$ cat src/rtl/xdc_pkg.sv
package xdc_pkg;
  localparam int CB_SRCW   = 15;
  localparam int CB_DSTW   = 14;
  localparam int CB_XLT    = 13;
  localparam int CB_SINGLE = 7;
  localparam int CB_MATCH  = 1;
  localparam int CB_CNT    = 0;

  typedef enum logic [2:0] {
    ST_IDLE, ST_RDSRC, ST_RDTBL, ST_PROC, ST_WRDST
  } st_t;

  function automatic logic byte_hit(input logic [7:0] b, input logic [15:0] mcw);
    return ((b ^ mcw[7:0]) & mcw[15:8]) == 8'h00;
  endfunction

  function automatic logic [1:0] ptr_step(input logic wide);
    return wide ? 2'd2 : 2'd1;
  endfunction
endpackage

$ cat src/rtl/xdc_ptr.sv
module xdc_ptr #(
  parameter int AW = 16
) (
  input  logic          clk,
  input  logic          rst_n,
  input  logic          load,
  input  logic [AW-1:0] ld_val,
  input  logic          step,
  input  logic          wide,
  output logic [AW-1:0] q
);
  import xdc_pkg::*;
  always_ff @(posedge clk) begin
    if (!rst_n)    q <= '0;
    else if (load) q <= ld_val;
    else if (step) q <= q + AW'(ptr_step(wide));
  end
endmodule

$ cat src/rtl/xdc_term.sv
module xdc_term #(
  parameter int CW = 16
) (
  input  logic [7:0]    bval,
  input  logic [15:0]   mcw,
  input  logic [CW-1:0] cnt,
  input  logic          en_cnt,
  input  logic          en_match,
  output logic          hit,
  output logic          stop_match,
  output logic          stop_cnt
);
  import xdc_pkg::*;
  always_comb begin
    hit        = byte_hit(bval, mcw);
    stop_match = en_match && hit;
    stop_cnt   = en_cnt && (cnt == CW'(1));
  end
endmodule

$ cat src/rtl/xdc_pack.sv
module xdc_pack (
  input  logic       clk,
  input  logic       rst_n,
  input  logic       clr,
  input  logic       load,
  input  logic [7:0] d,
  output logic [7:0] lo,
  output logic       pend
);
  always_ff @(posedge clk) begin
    if (!rst_n) begin
      lo   <= 8'h00;
      pend <= 1'b0;
    end else if (load) begin
      lo   <= d;
      pend <= 1'b1;
    end else if (clr) begin
      pend <= 1'b0;
    end
  end
endmodule

$ cat src/rtl/xdc_chan.sv
module xdc_chan #(
  parameter int AW = 16,
  parameter int CW = 16
) (
  input  logic          clk,
  input  logic          rst_n,
  input  logic          start,
  input  logic [AW-1:0] src_addr,
  input  logic [AW-1:0] dst_addr,
  input  logic [AW-1:0] tbl_addr,
  input  logic [CW-1:0] count,
  input  logic [15:0]   mc,
  input  logic [15:0]   ctl,
  output logic          mem_req,
  input  logic          mem_gnt,
  output logic          mem_we,
  output logic          mem_wide,
  output logic [AW-1:0] mem_addr,
  output logic [15:0]   mem_wdata,
  input  logic [15:0]   mem_rdata,
  output logic          busy,
  output logic          done,
  output logic [2:0]    stat
);
  import xdc_pkg::*;
  localparam int NPTR = 2;

  st_t           st_q;
  logic [CW-1:0] cnt_q;
  logic [15:0]   mc_q, ctl_q, wbuf_q;
  logic [AW-1:0] tbl_q;
  logic [7:0]    cur_q, hi_q;
  logic          hi_pend_q, wwide_q, stop_q, done_q;
  logic [2:0]    stat_q;

  // mode decode
  logic m_srcw, m_dstw, m_xlt, single_q, en_cnt, en_match;
  assign m_srcw   = ctl_q[CB_SRCW];
  assign m_dstw   = ctl_q[CB_DSTW];
  assign m_xlt    = ctl_q[CB_XLT];
  assign single_q = ctl_q[CB_SINGLE];
  assign en_cnt   = ctl_q[CB_CNT];
  assign en_match = ctl_q[CB_MATCH];

  // named events
  logic launch, fire, byte_evt, wr_fire, hit, stop_match, stop_cnt, stop_now, match_stop;
  assign launch     = (st_q == ST_IDLE) && start;
  assign fire       = mem_req && mem_gnt;
  assign byte_evt   = (st_q == ST_PROC);
  assign wr_fire    = (st_q == ST_WRDST) && fire;
  assign stop_now   = stop_match || stop_cnt;
  assign match_stop = byte_evt && stop_match;

  xdc_term #(.CW(CW)) u_term (
    .bval(cur_q), .mcw(mc_q), .cnt(cnt_q), .en_cnt(en_cnt), .en_match(en_match),
    .hit(hit), .stop_match(stop_match), .stop_cnt(stop_cnt)
  );

  // destination packing holder
  logic [7:0] lo_b;
  logic       lo_pend, pk_load, pk_clr;
  assign pk_load = byte_evt && m_dstw && !lo_pend && !stop_now;
  assign pk_clr  = launch || (byte_evt && lo_pend);
  xdc_pack u_pack (
    .clk(clk), .rst_n(rst_n), .clr(pk_clr), .load(pk_load), .d(cur_q),
    .lo(lo_b), .pend(lo_pend)
  );

  // source (0) and destination (1) pointers
  logic [AW-1:0] p_ld  [NPTR];
  logic [AW-1:0] p_q   [NPTR];
  logic          p_stp [NPTR];
  logic          p_wd  [NPTR];
  assign p_ld[0]  = src_addr;
  assign p_ld[1]  = dst_addr;
  assign p_stp[0] = (st_q == ST_RDSRC) && fire;
  assign p_stp[1] = wr_fire;
  assign p_wd[0]  = m_srcw;
  assign p_wd[1]  = wwide_q;

  genvar gi;
  generate
    for (gi = 0; gi < NPTR; gi++) begin : g_ptr
      xdc_ptr #(.AW(AW)) u_ptr (
        .clk(clk), .rst_n(rst_n), .load(launch), .ld_val(p_ld[gi]),
        .step(p_stp[gi]), .wide(p_wd[gi]), .q(p_q[gi])
      );
    end
  endgenerate

  // memory port
  always_comb begin
    mem_req   = (st_q == ST_RDSRC) || (st_q == ST_RDTBL) || (st_q == ST_WRDST);
    mem_we    = (st_q == ST_WRDST);
    mem_wdata = wbuf_q;
    mem_wide  = 1'b0;
    mem_addr  = p_q[1];
    case (st_q)
      ST_RDSRC: begin mem_addr = p_q[0]; mem_wide = m_srcw; end
      ST_RDTBL: mem_addr = tbl_q + AW'(cur_q);
      ST_WRDST: mem_wide = wwide_q;
      default: ;
    endcase
  end

  // state after a finished byte: next held high byte or a new source read
  st_t adv_st;
  assign adv_st = hi_pend_q ? (m_xlt ? ST_RDTBL : ST_PROC) : ST_RDSRC;

  always_ff @(posedge clk) begin
    if (!rst_n) begin
      st_q <= ST_IDLE; cnt_q <= '0; mc_q <= '0; ctl_q <= '0; tbl_q <= '0;
      cur_q <= '0; hi_q <= '0; hi_pend_q <= 1'b0; wbuf_q <= '0;
      wwide_q <= 1'b0; stop_q <= 1'b0; done_q <= 1'b0; stat_q <= '0;
    end else begin
      case (st_q)
        ST_IDLE: if (start) begin
          cnt_q <= count; mc_q <= mc; ctl_q <= ctl; tbl_q <= tbl_addr;
          hi_pend_q <= 1'b0; stop_q <= 1'b0; done_q <= 1'b0; stat_q <= '0;
          st_q <= ST_RDSRC;
        end
        ST_RDSRC: if (fire) begin
          cur_q     <= mem_rdata[7:0];
          hi_q      <= mem_rdata[15:8];
          hi_pend_q <= m_srcw;
          st_q      <= m_xlt ? ST_RDTBL : ST_PROC;
        end
        ST_RDTBL: if (fire) begin
          cur_q <= mem_rdata[7:0];
          st_q  <= ST_PROC;
        end
        ST_PROC: begin
          cnt_q     <= cnt_q - CW'(1);
          stat_q[1] <= stop_match;
          stat_q[0] <= stop_cnt;
          if (m_dstw && lo_pend) begin
            wbuf_q <= {cur_q, lo_b}; wwide_q <= 1'b1;
            stop_q <= stop_now;      st_q    <= ST_WRDST;
          end else if (!m_dstw || stop_now) begin
            wbuf_q <= {8'h00, cur_q}; wwide_q <= 1'b0;
            stop_q <= stop_now;       st_q    <= ST_WRDST;
          end else begin
            st_q <= adv_st;
            if (hi_pend_q) begin cur_q <= hi_q; hi_pend_q <= 1'b0; end
          end
        end
        ST_WRDST: if (fire) begin
          if (stop_q || single_q) begin
            st_q      <= ST_IDLE;
            done_q    <= 1'b1;
            stat_q[2] <= single_q;
          end else begin
            st_q <= adv_st;
            if (hi_pend_q) begin cur_q <= hi_q; hi_pend_q <= 1'b0; end
          end
        end
        default: st_q <= ST_IDLE;
      endcase
    end
  end

  assign busy = (st_q != ST_IDLE);
  assign done = done_q;
  assign stat = stat_q;
endmodule

$ cat config.mk
export PLATFORM = sky130hd
export DESIGN_NAME = xdc_chan
export DESIGN_NICKNAME = d
export VERILOG_FILES = /design/src/rtl/xdc_pkg.sv /design/src/rtl/xdc_ptr.sv /design/src/rtl/xdc_term.sv /design/src/rtl/xdc_pack.sv /design/src/rtl/xdc_chan.sv
export SDC_FILE = /design/constraint.sdc
export NUM_CORES = 1
export LEC_CHECK = 0
export ABC_AREA = 1
export BUFFER_PORTS_ARGS = -buffer_cell sky130_fd_sc_hd__buf_2
export CAP_MARGIN = 40
export CORE_MARGIN = 2
export CORE_UTILIZATION = 55
export CTS_CLUSTER_DIAMETER = 60
export CTS_CLUSTER_SIZE = 25
export DETAILED_ROUTE_END_ITERATION = 10
export HOLD_SLACK_MARGIN = 0.06
export MAX_ROUTING_LAYER = met4
export PLACE_DENSITY = 0.8
export SYNTH_ARGS = -nofsm -noshare
export SYNTH_HDL_FRONTEND = slang
export SYNTH_SLANG_ARGS = --single-unit
$ cat constraint.sdc
create_clock -name clk -period 4.33 [get_ports clk]
set_input_delay 0.433 -clock clk [delete_from_list [all_inputs] [get_ports clk]]
set_output_delay 0.433 -clock clk [all_outputs]
set_load 0.05 [all_outputs]
==> key figures, run 1 <==
Status
  • Outcome: finished, final reports clean

Synthesis
  • Top-area cell type share of the netlist area: 36.33%
  • Ys Warns: 0
  • Synth Area in XOR/XNOR: 0.8121%
  • Synth area leader: dfxtp_1
  • Avg Cell Area, Syn: 6.814 um^2
  • Cell count after synthesis: 1,108
  • Top_reg_cell synth: dfxtp_1
  • Synth async-reset ratio: 0%
  • Area contributors post-synth: dfxtp_1, nand2_1, a21oi_1, inv_1, nor2_1
  • Synth Area in Compound Gates: 19.62%
  • Post-synth EDFFs: 0
  • Number of synthesized register bits: 137
  • Register area share after synthesis: 36.33%
  • Post-synth top cells: nand2_1, dfxtp_1, a21oi_1, inv_1, nor2_1
  • Adder-Cell Fraction of Synth Area: 3.116%
  • Synthesized cell area: 7550 um^2
  • Largest family of logic cells by synthesized area: simple AND/OR/NAND/NOR gates
  • Simple-gate share of the synthesized area: 30.00%
  • Post-synthesis net count: 1,241
  • Mux share of post-synthesis cell area: 1.193%
  • Post-synth cell types: 47
  • Most frequent cell after synthesis: nand2_1

GRT
  • First-pass GRT wire length: 35,360 um
  • All-Layer GR Usage: 31.31%
  • Grt ovf: 0
  • Initial antenna violation count: 1
  • Vias in the first global route: 7,342
  • Pin count of the biggest net entering global routing: 65

Finish
  • Share of cells above drive strength 1: 18.17%
  • Nets: 1,364
  • Utilization after layout: 67.04%
  • Layout area overhead: 18.53%
  • # fillers: 1,183
  • Register area: 2743 um^2
  • Multi-input gate area: 4140 um^2

Route
  • DRT Pass-1 Iters: 5
  • Routed WL: 22,040 um
  • DRC: 0
  • Avg WL per Cell: 15.51 um
  • Iter 0 DRT Violations: 771
  • Routed Antenna Nets: 0
  • Via count: 7,932
  • Vias per cell: 5.582

Min path
  • Worst Hold Depth: 3
  • Critical hold path startpoint: mem_rdata[12]
  • Worst hold path class: input pin to register
  • Hold EP: hi_q[4]$_SDFFE_PN0P_

Worst setup path
  • Worst Path Required: 3.90 ns
  • Setup CP Type: register to output pin
  • Critical Path AT: 2.91 ns
  • Worst-path maximum fanout: 5
  • FF-to-FF Start: st_q[0]$_SDFFE_PN0P_
  • Worst Reg-to-Reg Cells: 10
  • Worst setup SP type: register
  • Worst reg2reg endpoint: g_ptr[0].u_ptr.q[7]$_SDFFE_PN0P_
  • Reg-to-reg slack, setup: 1.79 ns
  • CP Capture Type: output pin

Job
  • Max-Cap Viols: 0

CTS
  • Post-CTS Setup Bufs: 0
  • CTS Hold Bufs: 0
  • CTS tree: yes
  • Total CTS buffers: 17
  • CTS Buffer Depth: 2
  • Htree depth: 4
  • Post-CTS resize count: 0
  • Clock Sinks: 137
  • Skew-Pair Late Insertion Delay: 0.43 ns
  • Clock Pin Slew Worst Setup and Hold Paths: 0.06 ns
  • CTS root buf: clkbuf_16

Floorplan
  • CORE AREA: 13,350 um^2
  • Die width: 121.2 um
  • Chip Height: 121.2 um
  • # rows: 42
  • Initial Utilization: 56.56%
  • Top-Level Pins: 156
  • DIE AREA: 14,680 um^2

Place
  • Dpl hpwl: 15,480 um
  • Setup Slack @ Placement: 1.499 ns
  • Routability congestion estimate: 0.9849
  • Port-buffer cells: 145

Timing
  • Final TNS setup: 0 ns
  • Worst rel slew slack: 44.76%
  • Final hold violations: 0
  • Fmax: 0.2990 GHz
  • Final period util: 77.23%
  • Final Max Slew Viols: 0
  • Final WS setup: 0.9860 ns
  • Tmin final: 3.344 ns
  • Slew at the pin closest to its max-slew limit: 0.8274 ns
  • # setup viols final: 0
  • RSZ-0062 raised after global routing: no
  • Clock Skew: 0.008629 ns

Pwr
  • Switching share of total power: 38.29%
  • Clock power share: 34.7%
  • P_int: 2765 uW
  • Static Leak: 0.003950 uW
  • Combinational Power Share: 30.2%
  • PwrDens: 500.7 nW/um^2
  • Reg power frac: 35.1%
  • Switching power: 1716 uW
  • Total power after layout: 4481 uW
  • Max VDD drop: 0.0003001 V
## power by group through the flow
stage	Combinational (uW)	Sequential, uW	Clock (uW)
floorplan	1010	1570	0
global placement	1310	1590	0
detailed placement	1330	1600	0
CTS	1340	1570	1560
global route	1500	1590	1610
finish	1350	1570	1550
## critical path, cell delays in order, from the launching register on
cell	delay, ns
dfxtp_1	0.41
ha_1	0.20
inv_1	0.06
fa_1	0.36
inv_1	0.12
nand3_1	0.08
nand2_1	0.12
nand3_1	0.10
nand2_1	0.07
nand2_1	0.09
nor2_1	0.24
nand2_1	0.08
nand2_1	0.07
nand3_1	0.08
o211ai_1	0.11
buf_2	0.29
## worst max path at each step
stage | start | endpoint | slack (ns) | cells past startpoint
final | cur_q[0]$_SDFFE_PN0P_ | mem_addr[14] | 0.99 | 15
after global routing | cur_q[0]$_SDFFE_PN0P_ | mem_addr[14] | 0.84 | 15
after CTS | cur_q[0]$_SDFFE_PN0P_ | mem_addr[14] | 1.02 | 15
after detailed placement | cur_q[0]$_SDFFE_PN0P_ | mem_addr[14] | 1.50 | 15
after global placement | cur_q[0]$_SDFFE_PN0P_ | mem_addr[14] | 1.54 | 15
after floorplan | cur_q[0]$_SDFFE_PN0P_ | mem_addr[10] | 1.47 | 12
## through the flow
step | instance area [um^2] | hold slack, ns | std cells
after floorplan | 7550 | 0.4205 | 1108
after global placement | 8322 | 0.4328 | 1388
after detailed placement | 8322 | 0.4365 | 1388
after CTS | 8946 | 0.2125 | 1420
after global routing | 8949 | 0.2422 | 1421
final | 8949 | 0.2203 | 1421
## sequential cells by signal, summed over array words and instances, names as in the netlist, 3 cells and up
name / cells
ctl_q: 6
mc_q: 16
u_pack.lo: 8
g_ptr.u_ptr.q: 32
tbl_q: 16
mem_wdata: 16
stat: 3
hi_q: 8
cnt_q: 16
cur_q: 8
st_q: 3
## cells by family after synthesis
kind of cell	after synthesis
AND/OR/NAND/NOR	518
AO/OA/AOI/OAI	256
buffers and inverters	165
flip-flops	137
adder cells (fa/ha/maj)	17
multiplexers	8
XOR/XNOR	7
## layer usage
layer	share of wire, %	wire (um)	track usage, %
met3	8.0	1761	5.827
met1	44	9730	41.69
met4	2.4	532	10.34
met5	0	0	-
met2	45	10010	48.28
## placed cells by master, fill, tap and decap left out, types with 4 or more instances in the layout
cell type  Yosys  routed
a21oi_1      109     109
a311oi_1       9       9
a31oi_1       13      13
buf_2         13     145
buf_4          3       6
clkbuf_16      0      17
clkinv_4       0       4
dfxtp_1      137     137
ha_1          14      14
inv_1        109     108
inv_2          8       9
inv_6          1       6
mux2_2         8       8
nand2_1      290     290
nand2_2        4       4
nand3_1       60      60
nand4_1       17      17
nor2_1       100     100
nor3_1        21      21
nor4_1         5       5
o211ai_1      22      22
o21ai_0       72      72
o21bai_1       5       5
o221ai_1       9       9
or2_2          6       6
xor2_1         6       6
## cell type report
| type | count | share of cell area (%) |
|---|---|---|
| multi-input combinational | 806 | 46.27 |
| sequential | 137 | 30.65 |
| timing repair buffer | 151 | 8.613 |
| inverter | 118 | 5.006 |
| clock buffer | 18 | 4.908 |
| tap | 176 | 2.461 |
| clock inverter | 14 | 2.069 |
| antenna | 1 | 0.02796 |
Power figures use the tool's default switching activity.
==> inputs of run 2 (changes only) <==
--- a/config.mk
+++ b/config.mk
@@ -9,13 +9,13 @@
 export BUFFER_PORTS_ARGS = -buffer_cell sky130_fd_sc_hd__buf_2
 export CAP_MARGIN = 40
 export CORE_MARGIN = 2
-export CORE_UTILIZATION = 55
+export CORE_UTILIZATION = 50
 export CTS_CLUSTER_DIAMETER = 60
 export CTS_CLUSTER_SIZE = 25
 export DETAILED_ROUTE_END_ITERATION = 10
 export HOLD_SLACK_MARGIN = 0.06
 export MAX_ROUTING_LAYER = met4
-export PLACE_DENSITY = 0.8
+export PLACE_DENSITY = 0.77
 export SYNTH_ARGS = -nofsm -noshare
 export SYNTH_HDL_FRONTEND = slang
 export SYNTH_SLANG_ARGS = --single-unit
==> constraint.sdc (replaced) <==
create_clock -name clk -period 2.98 [get_ports clk]
set_input_delay 0.298 -clock clk [delete_from_list [all_inputs] [get_ports clk]]
set_output_delay 0.298 -clock clk [all_outputs]
set_load 0.05 [all_outputs]
==> key figures, run 2 (same netlist as run 1, synthesis figures left out) <==
Timing
  • # setup viols final: 0
  • Tmin final: 2.838 ns
  • Final Max Slew Viols: 0
  • Final period util: 95.22%
  • Clock Skew: 0.01177 ns
  • Final hold violations: 0
  • Slew at the pin closest to its max-slew limit: 0.5331 ns
  • Final WS setup: 0.1425 ns
  • Fmax: 0.3524 GHz
  • Worst rel slew slack: 64.46%

Route
  • Via count: 7,919
  • Routed Antenna Nets: 0
  • DRC: 0
  • DRT Pass-1 Iters: 5
  • Avg WL per Cell: 15.47 um
  • Iter 0 DRT Violations: 631
  • Vias per cell: 5.511
  • Routed WL: 22,230 um

Finish
  • Most frequent cells in the layout: nand2_1, buf_2, dfxtp_1
  • Share of cells above drive strength 1: 19.73%
  • Register area: 2750 um^2
  • # fillers: 1,400
  • Largest register FFs: 32
  • Layout area overhead: 20.40%
  • Multi-input gate area: 4182 um^2
  • Biggest register: g_ptr.u_ptr.q
  • Fin cells: 1,437
  • Final Cell Area: 9090 um^2
  • Nets: 1,372
  • Commonest non-fill, non-tap cell in the layout: nand2_1

Worst setup path
  • Worst Path Required: 2.68 ns
  • Worst setup SP type: register
  • Setup CP Type: register to output pin
  • Worst Reg-to-Reg Cells: 12
  • Worst-path maximum fanout: 4
  • Critical Path AT: 2.54 ns
  • CP Capture Type: output pin

CTS
  • Clock Pin Slew Worst Setup and Hold Paths: 0.06 ns
  • CTS tree: yes
  • CTS root buf: clkbuf_16
  • Htree depth: 4
  • Skew-Pair Late Insertion Delay: 0.44 ns
  • Clock Sinks: 137
  • Total CTS buffers: 17
  • CTS Hold Bufs: 0
  • CTS Buffer Depth: 2

Place
  • Area post-placement: 8394 um^2
  • Routability congestion estimate: 0.9758
  • Setup Slack @ Placement: 0.3078 ns
  • Dpl hpwl: 15,850 um
  • Dpl cells: 1,401
  • Port-buffer cells: 145

Floorplan
  • CORE AREA: 14,640 um^2
  • Initial Utilization: 51.56%
  • Die width: 126.9 um
  • Top-Level Pins: 156
  • # rows: 44
  • DIE AREA: 16,100 um^2
  • Chip Height: 126.9 um

Status
  • Outcome: finished, final reports clean

GRT
  • Pin count of the biggest net entering global routing: 89
  • Initial antenna violation count: 1
  • Vias in the first global route: 7,321
  • First-pass GRT wire length: 35,870 um
  • All-Layer GR Usage: 28.59%
  • Grt ovf: 0

Pwr
  • Static Leak: 0.003995 uW
  • Total power after layout: 6514 uW
  • PwrDens: 716.6 nW/um^2
  • Max VDD drop: 0.0005479 V

Min path
  • Worst hold path class: input pin to register
  • Worst Hold Depth: 3

Job
  • Max-Cap Viols: 0
-- run 2: repair_timing --
action                                  4_1_cts  5_1_grt
resized for setup                             8       12
pin swaps                                     1        3
buffers inserted                              0        3
endpoints found under the setup margin        3        7
cloned                                        0        0
-- run 2: power by group --
part / total (uW) / internal, uW / switching, uW
combinational: 2010 / 629 / 1380
clock: 2210 / 1320 / 891
sequential: 2290 / 2070 / 218
total: 6510 / 4020 / 2490
-- run 2: final timing paths --
check / start / endpoint / slack [ns]
hold reg to reg: u_pack.lo[7]$_SDFFE_PN0P_ / u_pack.lo[7]$_SDFFE_PN0P_ / 0.45
setup / recovery: cur_q[0]$_SDFFE_PN0P_ / mem_addr[14] / 0.14
hold / removal: mem_rdata[10] / hi_q[2]$_SDFFE_PN0P_ / 0.08
setup reg to reg: ctl_q[15]$_SDFFE_PN0P_ / g_ptr[0].u_ptr.q[14]$_SDFFE_PN0P_ / 0.53
-- run 2: worst max-delay path, cell delays in order, from the launching register on --
cell and delay [ns]:
dfxtp_4 0.35, ha_2 0.18, inv_1 0.05, fa_1 0.37, inv_2 0.08, nand3_2 0.07
nand2_2 0.10, nand3_2 0.07, nand2_1 0.08, nand2_2 0.08, nor2_4 0.12, nand2_1 0.06
nand2_1 0.06, nand3_1 0.08, o211ai_1 0.12, buf_4 0.23
-- run 2: per-layer routing --
metal / global-route usage (%) / wire length [um]
met4: 9.890 / 467
met2: 43.64 / 10070
met3: 6.242 / 1608
met1: 37.65 / 10080
met5: - / 0
-- run 2: per-stage QoR --
step	hold slack (ns)	utilization, %	TNS, ns
after floorplan	0.4205	-	0
after global placement	0.4307	57.32	0
after detailed placement	0.4365	57.32	0
after CTS	0.07254	61.62	0
after global routing	0.08768	62.07	-0.01044
final	0.08496	62.07	0
-- run 2: cell type report --
| class | count | share of cell area [%] |
|---|---|---|
| repair buffers | 159 | 9.498 |
| well taps | 184 | 2.533 |
| clock buffers | 20 | 5.134 |
| multi-input cells | 806 | 46.00 |
| flip-flops and latches | 137 | 30.25 |
| clock inverters | 12 | 1.624 |
| diodes | 1 | 0.02753 |
| inverters | 118 | 4.928 |
